--- config.mk ---
export PLATFORM = sky130hd
export DESIGN_NAME = msi_tag_bridge
export DESIGN_NICKNAME = d
export VERILOG_FILES = /design/src/rtl/msi_tag_pkg.sv /design/src/rtl/msi_addr_classifier.sv /design/src/rtl/msi_out_stage.sv /design/src/rtl/msi_tag_bridge.sv
export SDC_FILE = /design/constraint.sdc
export NUM_CORES = 1
export LEC_CHECK = 0
export BUFFER_PORTS_ARGS = -buffer_cell sky130_fd_sc_hd__buf_2
export CAP_MARGIN = 15
export CORE_ASPECT_RATIO = 1.1
export CORE_MARGIN = 3
export CORE_UTILIZATION = 48
export CTS_CLUSTER_SIZE = 20
export DETAILED_ROUTE_END_ITERATION = 8
export PLACE_DENSITY = 0.89
export SLEW_MARGIN = 25
export SYNTH_ARGS = -nofsm -noshare
export SYNTH_HDL_FRONTEND = slang
export SYNTH_SLANG_ARGS = --single-unit
--- constraint.sdc ---
create_clock -name clk -period 9.1 [get_ports clk]
set_input_delay 0.455 -clock clk [delete_from_list [all_inputs] [get_ports clk]]
set_output_delay 0.455 -clock clk [all_outputs]
set_load 0.02 [all_outputs]
--- src/rtl/msi_tag_pkg.sv ---
// Package msi_tag_pkg
// Shared types for the device-ID tagging bridge.
// Assumes nothing beyond a standard SystemVerilog tool flow.
package msi_tag_pkg;

    // Kind of an incoming write once its address and strobes have been decoded.
    typedef enum logic [1:0] {
        WR_PASS     = 2'd0,  // ordinary write, forwarded untouched
        WR_DOORBELL = 2'd1,  // direct doorbell write, tag 0
        WR_ALIAS    = 2'd2,  // valid alias-window write, remapped
        WR_REJECT   = 2'd3   // malformed alias-window write, dropped
    } wr_kind_e;

endpackage

--- src/rtl/msi_addr_classifier.sv ---
// Module msi_addr_classifier
// Purely combinational decode of one write request. It returns the kind of
// the write and the device tag carried by the window offset.
// Assumes WIN_BASE is aligned to the window size of 4 << DEVID_BITS bytes,
// so that membership is one compare on the bits above the offset.
// The window test has priority over the doorbell test.
module msi_addr_classifier
    import msi_tag_pkg::*;
#(
    parameter int                ADDR_W        = 32,
    parameter int                STRB_W        = 4,
    parameter int                DEVID_BITS    = 19,
    parameter logic [ADDR_W-1:0] WIN_BASE      = 32'h5800_0000,
    parameter logic [ADDR_W-1:0] DOORBELL_ADDR = 32'h3003_0040
) (
    input  logic [ADDR_W-1:0]     addr,
    input  logic [STRB_W-1:0]     strb,
    output wr_kind_e              kind,
    output logic [DEVID_BITS-1:0] devid
);
    // Lowest address bit that lies above the window offset.
    localparam int WIN_LSB = DEVID_BITS + 2;

    logic win_hit;
    logic word_ok;
    logic full_ok;

    // Window membership: the upper address bits must equal the base.
    assign win_hit = (addr[ADDR_W-1:WIN_LSB] == WIN_BASE[ADDR_W-1:WIN_LSB]);
    // Well-formed alias access: word aligned with all bytes enabled.
    assign word_ok = (addr[1:0] == 2'b00);
    assign full_ok = &strb;

    // Sort the write into its kind and extract the tag of an alias write.
    always_comb begin
        kind  = WR_PASS;
        devid = '0;
        if (win_hit) begin
            if (word_ok && full_ok) begin
                kind  = WR_ALIAS;
                devid = addr[WIN_LSB-1:2];
            end else begin
                kind  = WR_REJECT;
            end
        end else if (addr == DOORBELL_ADDR) begin
            kind = WR_DOORBELL;
        end
    end

endmodule

--- src/rtl/msi_out_stage.sv ---
// Module msi_out_stage
// Single-entry registered output stage with a valid/ready handshake, plus
// the registered error pulse for dropped writes.
// Assumes load and drop are only asserted on an accepted request and are
// never both high. in_ready stays high while the stage is empty or being
// emptied, so arrival order is kept and throughput is one request per cycle.
module msi_out_stage #(
    parameter int ADDR_W     = 32,
    parameter int DATA_W     = 32,
    parameter int STRB_W     = 4,
    parameter int DEVID_BITS = 19
) (
    input  logic                  clk,
    input  logic                  rst_n,
    input  logic                  load,
    input  logic                  drop,
    input  logic [ADDR_W-1:0]     nxt_addr,
    input  logic [DATA_W-1:0]     nxt_data,
    input  logic [STRB_W-1:0]     nxt_strb,
    input  logic [DEVID_BITS-1:0] nxt_devid,
    input  logic                  nxt_not_msi,
    output logic                  in_ready,
    output logic                  out_valid,
    input  logic                  out_ready,
    output logic [ADDR_W-1:0]     out_addr,
    output logic [DATA_W-1:0]     out_data,
    output logic [STRB_W-1:0]     out_strb,
    output logic [DEVID_BITS-1:0] out_devid,
    output logic                  out_not_msi,
    output logic                  err_pulse
);
    // Upstream may proceed when the stage is empty or is emptied this cycle.
    assign in_ready = !out_valid || out_ready;

    // Occupancy flag: fill on load, clear when taken without a refill.
    always_ff @(posedge clk) begin
        if (!rst_n) begin
            out_valid <= 1'b0;
        end else if (load) begin
            out_valid <= 1'b1;
        end else if (out_ready) begin
            out_valid <= 1'b0;
        end
    end

    // Payload capture: only written on load, so it holds while stalled.
    always_ff @(posedge clk) begin
        if (load) begin
            out_addr    <= nxt_addr;
            out_data    <= nxt_data;
            out_strb    <= nxt_strb;
            out_devid   <= nxt_devid;
            out_not_msi <= nxt_not_msi;
        end
    end

    // Error pulse: high for the cycle after each dropped request.
    always_ff @(posedge clk) begin
        if (!rst_n) begin
            err_pulse <= 1'b0;
        end else begin
            err_pulse <= drop;
        end
    end

endmodule

--- src/rtl/msi_tag_bridge.sv ---
// Module msi_tag_bridge
// Write-path bridge that tags interrupt doorbell writes with a device ID.
// Alias-window writes are redirected to DOORBELL_ADDR with the tag taken from
// the word offset. Direct doorbell writes get tag 0. Other writes pass with
// the not-MSI flag set. Malformed window writes are dropped and flagged.
// Assumes DATA_W is 32, WIN_BASE is aligned to 4 << DEVID_BITS, and
// DOORBELL_ADDR lies outside the window.
module msi_tag_bridge
    import msi_tag_pkg::*;
#(
    parameter int                ADDR_W        = 32,
    parameter int                DATA_W        = 32,
    parameter int                DEVID_BITS    = 19,
    parameter logic [ADDR_W-1:0] WIN_BASE      = 32'h5800_0000,
    parameter logic [ADDR_W-1:0] DOORBELL_ADDR = 32'h3003_0040
) (
    input  logic                    clk,
    input  logic                    rst_n,
    input  logic                    in_valid,
    output logic                    in_ready,
    input  logic [ADDR_W-1:0]       in_addr,
    input  logic [DATA_W-1:0]       in_data,
    input  logic [DATA_W/8-1:0]     in_strb,
    output logic                    out_valid,
    input  logic                    out_ready,
    output logic [ADDR_W-1:0]       out_addr,
    output logic [DATA_W-1:0]       out_data,
    output logic [DATA_W/8-1:0]     out_strb,
    output logic [DEVID_BITS-1:0]   out_devid,
    output logic                    out_not_msi,
    output logic                    err_pulse
);
    localparam int STRB_W = DATA_W / 8;

    wr_kind_e              kind;
    logic [DEVID_BITS-1:0] tag;
    logic                  accept;
    logic                  load;
    logic                  drop;
    logic [ADDR_W-1:0]     nxt_addr;
    logic [STRB_W-1:0]     nxt_strb;
    logic                  nxt_not_msi;

    // Address and strobe decode of the incoming request.
    msi_addr_classifier #(
        .ADDR_W        (ADDR_W),
        .STRB_W        (STRB_W),
        .DEVID_BITS    (DEVID_BITS),
        .WIN_BASE      (WIN_BASE),
        .DOORBELL_ADDR (DOORBELL_ADDR)
    ) u_classify (
        .addr  (in_addr),
        .strb  (in_strb),
        .kind  (kind),
        .devid (tag)
    );

    // Handshake qualification: forward or drop only accepted requests.
    assign accept = in_valid && in_ready;
    assign load   = accept && (kind != WR_REJECT);
    assign drop   = accept && (kind == WR_REJECT);

    // Rewrite of the request fields by kind.
    always_comb begin
        nxt_addr    = in_addr;
        nxt_strb    = in_strb;
        nxt_not_msi = 1'b0;
        unique case (kind)
            WR_ALIAS: begin
                nxt_addr = DOORBELL_ADDR;
                nxt_strb = '1;
            end
            WR_PASS:     nxt_not_msi = 1'b1;
            WR_DOORBELL: nxt_not_msi = 1'b0;
            WR_REJECT:   nxt_not_msi = 1'b0;
            default:     nxt_not_msi = 1'b0;
        endcase
    end

    // Registered output stage and error pulse.
    msi_out_stage #(
        .ADDR_W     (ADDR_W),
        .DATA_W     (DATA_W),
        .STRB_W     (STRB_W),
        .DEVID_BITS (DEVID_BITS)
    ) u_stage (
        .clk         (clk),
        .rst_n       (rst_n),
        .load        (load),
        .drop        (drop),
        .nxt_addr    (nxt_addr),
        .nxt_data    (in_data),
        .nxt_strb    (nxt_strb),
        .nxt_devid   (tag),
        .nxt_not_msi (nxt_not_msi),
        .in_ready    (in_ready),
        .out_valid   (out_valid),
        .out_ready   (out_ready),
        .out_addr    (out_addr),
        .out_data    (out_data),
        .out_strb    (out_strb),
        .out_devid   (out_devid),
        .out_not_msi (out_not_msi),
        .err_pulse   (err_pulse)
    );

endmodule

== Word level (Yosys, flattened, before mapping) ==
Index checks and enable logic that the tools add are counted.
Storage, ports and cells
  bits in registers: 90
  input port bits: 72
  output and inout port bits: 91
  word-level logic and storage cells: 29
Operators by class
  equal/unequal tests: 5
  mux-type cells: 6
  reduce and logical (&&, ||, !) cells: 11
Operators by type and width (number)
  == test 32 x 30 -> 1 bit, second input constant: 1
  == test 11 x 10 -> 1 bit, second input constant: 1
  two-way mux 1 bit: 5
  == test 2 bit, second input constant: 2
  logical AND 1 bit: 4
  zero test 2 bit: 2
  AND reduction 4 bit: 1
  two-way mux 2 bit: 1
  inequality test 2 bit, second input constant: 1
  AND reduction 2 bit: 1
  nonzero test 2 bit: 1
  zero test 1 bit: 1
  logical OR 1 bit: 1

== Depth between registers and ports, before layout ==
  word-level depth: 7
  depth in mapped cells: 5
  gate-level depth less buffers: 4

== Cells and area by module ==
From an unflattened synthesis, not the netlist that was laid out.
Second synthesis, totals
  cells, all modules: 178
  area total of the unflattened synthesis: 3299.4 um^2
By module, submodules not included
  msi_out_stage: instances 1, cells an instance 94, area an instance 2717.6 um^2
  msi_tag_bridge: instances 1, cells an instance 45, area an instance 292.8 um^2
  msi_addr_classifier: instances 1, cells an instance 39, area an instance 289.0 um^2

== Worst setup path before layout ==
Ideal clock, no wire load.
  path type: input to register
  from: input port in_strb[2]
  to: register u_stage.out_addr[0], enable pin
  setup time: 535 ps
  arrival: 4614 ps
  required time: 8565 ps
  slack: 3951 ps
  cell stages on the path: 4
  path through: nand4_1 -> nor3_1 -> nor2_1 -> nor2_1
On the way
  word-level cells in the longest chain between the ends: 6
Ends and longest elaborated chain
  start, declared: RTL line msi_tag_bridge.sv:23  | input logic [DATA_W/8-1:0] in_strb,
  AND reduction 4 bit: RTL line msi_addr_classifier.sv:32  | assign full_ok = &strb;
  logical AND 1 bit: RTL line msi_addr_classifier.sv:39  | if (word_ok && full_ok) begin
  two-way mux 1 bit: RTL line msi_addr_classifier.sv:39
  two-way mux 2 bit: RTL line msi_addr_classifier.sv:38  | if (win_hit) begin
  inequality test 2 bit: RTL line msi_tag_bridge.sv:60  | assign load = accept && (kind != WR_REJECT);
  logical AND 1 bit: RTL line msi_tag_bridge.sv:60
  via load: RTL line msi_tag_bridge.sv:38  | logic load;
  end signal, assigned: RTL line msi_out_stage.sv:49  | out_addr <= nxt_addr;
  end, declared: RTL line msi_out_stage.sv:25  | output logic [ADDR_W-1:0] out_addr,
The timed path passes the listed nets, and every way through them passes these cells.
A chain may end at the register's enable or synchronous reset.

== Final worst setup path ==
  from: input port in_strb[3]
  to: register u_stage.out_addr[20], enable pin
Same word-level chain as after synthesis.

==> impl_metrics.yaml <==
outcome:
  status: "complete, no violations"
timing:
  drv_slew: 0
  slew_headroom_pct: 61.40
  clock_skew_ns: 0.008393
  max_freq_ghz: 0.4347
  period_needed_ns: 2.300
  finalSetupTns_ns: 0
  report.final.setup_viol: 0
  period_share_pct: 25.28
  tightestPinTransition_ns: 0.5777
  grt_setup_unrepaired: "false"
  hold_viol: 0
grt:
  grt_pass1_vias: 2080
  grt_pass1_wl_um: 10920
  grt_max_degree: 47
  antenna_found_initial: 0
  grt_usage_pct: 18.81
  grt_remaining_overflow: 0
floorplanning:
  core-area_sq_mm: 0.006306
  die_w_um: 83.87
  io_pins: 163
  initial_core_util_pct: 50.77
  rows: 30
  die_h_um: 91.66
  dieArea_sq_mm: 0.007688
final_layout:
  nets: 403
  drive_gt1_share_pct: 55.36
  diodes: 0
  area_growth_syn_to_layout_pct: 35.25
  fin_util_pct: 68.67
  final_cells: 416
worst_setup_path:
  worst_setup_path_start_kind: "input port"
  criticalPathCategory: "in2reg"
  reg2reg_to: "u_stage.out_addr[20]"
  path_cells: "buf_2 > nand4_1 > nor3_1 > nor2_1 > nor2_4 > buf_4"
  r2r_setup_slack_ns: 7.11
  reg2reg_depth: 4
  crit_slowest_cell: "buf_4"
  critical_path.top_delay_family: "simple AND/OR/NAND/NOR gates"
  worstReg2RegStart: "u_stage.out_valid"
  crit_buf_inv: 2
  end_kind: "register"
  required_ns: 9.08
  critPathMaxFanout: 46
  arrival_ns: 2.28
  max_stage_delay_ns: 0.59
clock_network:
  cts_tree: "built"
  cts_buffers: 9
  cts_setup_buffers: 0
  clk_latency_ns: 0.34
  htreeDepth: 3
  clk_pin_slew_ns: 0.09
  cts_sinks: 90
  root_buffer: "clkbuf_8"
  cts_resized: 0
  cts_buffer_depth: 2
  cts_hold_buf: 0
route:
  route.met3.wl_um: 609
  drt_iter0_drc: 161
  drcViolationCount: 0
  met2_length_um: 3699
  top_layer_used: "met4"
  wl_um: 7082
  drtAntennaViolNets: 0
  wl_met1_um: 2681
  num_vias: 2049
  wire_per_inst_um: 17.02
  post_drt_via_cell_ratio: 4.925
  firstDrtPassIters: 4
min_path:
  hold_path_end: "u_stage.out_data[7]"
  hp-class: "in2reg"
  worstHoldStart: "in_data[7]"
  min_delay_path_depth: 1
synthesis:
  synth-simple-area-share_pct: 13.29
  ys_seq_area_share_pct: 83.78
  syn_nets: 245
  syn_avg_cell_area_sq_um: 18.51
  ys.flop_type: "edfxtp_1"
  synth_top_cell_by_area: "edfxtp_1"
  synth_top_family_by_area: "simple AND/OR/NAND/NOR gates"
  synth_compound_area_share_pct: 0.6643
  synth-xor-area-share_pct: 0
  synth_mux_area_share_pct: 0
  ys_ff_latch: 90
  synth_common_cells: "edfxtp_1, and2_1, nor2b_1, clkbuf_1, nor4b_1"
  synth.distinct_cells: 25
  synth-adder-area-share_pct: 0
  yosysMostFrequentCell: "edfxtp_1"
  ys_warn_count: 0
  synth.cell_area_sq_mm: 0.003202
  synth_edf_count: 88
  synth_top_area_share_pct: 82.53
  syn_inst: 173
  ys_async_sr_fraction_pct: 0
  synth_area_leaders: "edfxtp_1, and2_1, nor2b_1"
power_and_ir_drop:
  power_density_mw_per_mm2: 206.8
  vdd_drop_max_v: 0.0001128
  power_leakage_nw: 1.827
placed_design:
  port_buffers: 162
  place.gp.congestion: 0.7332
  dp_cells: 399
  hpwl_um: 5111
run:
  cap_violations: 0
## layout make-up
| type | count | area [sq um] |
|---|---|---|
| sequential | 90 | 2683 |
| multi-input combinational | 65 | 454.2 |
| clock buffer | 9 | 123.9 |
| clock inverter | 7 | 116.4 |
| timing repair buffer | 165 | 853.3 |
| tap | 80 | 100.1 |
| fill | 447 | 1976 |
## metal layers
layer,up-vias,track usage (%)
li1,948,-
met1,983,22.48
met2,110,32.56
met3,8,5.031
met4,0,7.239
met5,-,0
## flip-flops by register name (all words and copies together), names as in the netlist
register / cells
u_stage.out_devid: 19
u_stage.err_pulse: 1
u_stage.out_not_msi: 1
u_stage.out_data: 32
u_stage.out_valid: 1
u_stage.out_strb: 4
u_stage.out_addr: 32
## per-stage QoR
stage / setup WS [ns] / area (sq um) / total power, mW / hold slack [ns]
global placement: 6.140 / 4063 / 0.5804 / 0.5194
finish: 6.800 / 4330 / 0.8957 / 0.2791
detailed placement: 5.972 / 4063 / 0.5841 / 0.5584
CTS: 6.323 / 4303 / 0.9009 / 0.2596
global route: 6.589 / 4330 / 0.9263 / 0.2579
floorplan: 3.951 / 3202 / 0.5433 / 0.5539
## placed cells by master, fill, tap and decap left out, types with 2 or more instances in the layout
cell       synthesis  routed
or2_1              3       3
buf_4              0       2
nor4_1             2       2
dfxtp_1            2       2
and2_1            19      19
nand4_1            2       2
buf_2              2     162
bufinv_16          0       3
nand2_1            2       2
edfxtp_1          88      88
clkbuf_8           0       9
nor2b_1           18      18
nor4b_1            5       5
## power by group
group	internal (mW)	switching, mW
combinational	0.0312	0.0580
clock	0.183	0.137
sequential	0.481	0.00591
total	0.694	0.201
## how the worst max path moves through the flow
stage | startpoint | end | slack, ns | depth (start not counted)
after floorplan | in_strb[2] | u_stage.out_addr[0] | 3.95 | 4
after global placement | in_strb[2] | u_stage.out_data[16] | 6.14 | 6
after detailed placement | in_strb[3] | u_stage.out_data[0] | 5.97 | 6
after CTS | in_strb[3] | u_stage.out_addr[5] | 6.32 | 6
after global routing | in_strb[3] | u_stage.out_addr[20] | 6.59 | 6
final | in_strb[3] | u_stage.out_addr[20] | 6.80 | 6
## cells by family (layout without fill, tap and decap cells)
kind of cell | after synthesis | count (layout)
AOI/OAI and AO/OA | 3 | 3
and+or+nand+nor | 62 | 62
DFF | 90 | 90
buffers and inverters | 18 | 181
(Power assumes the default switching activity.)
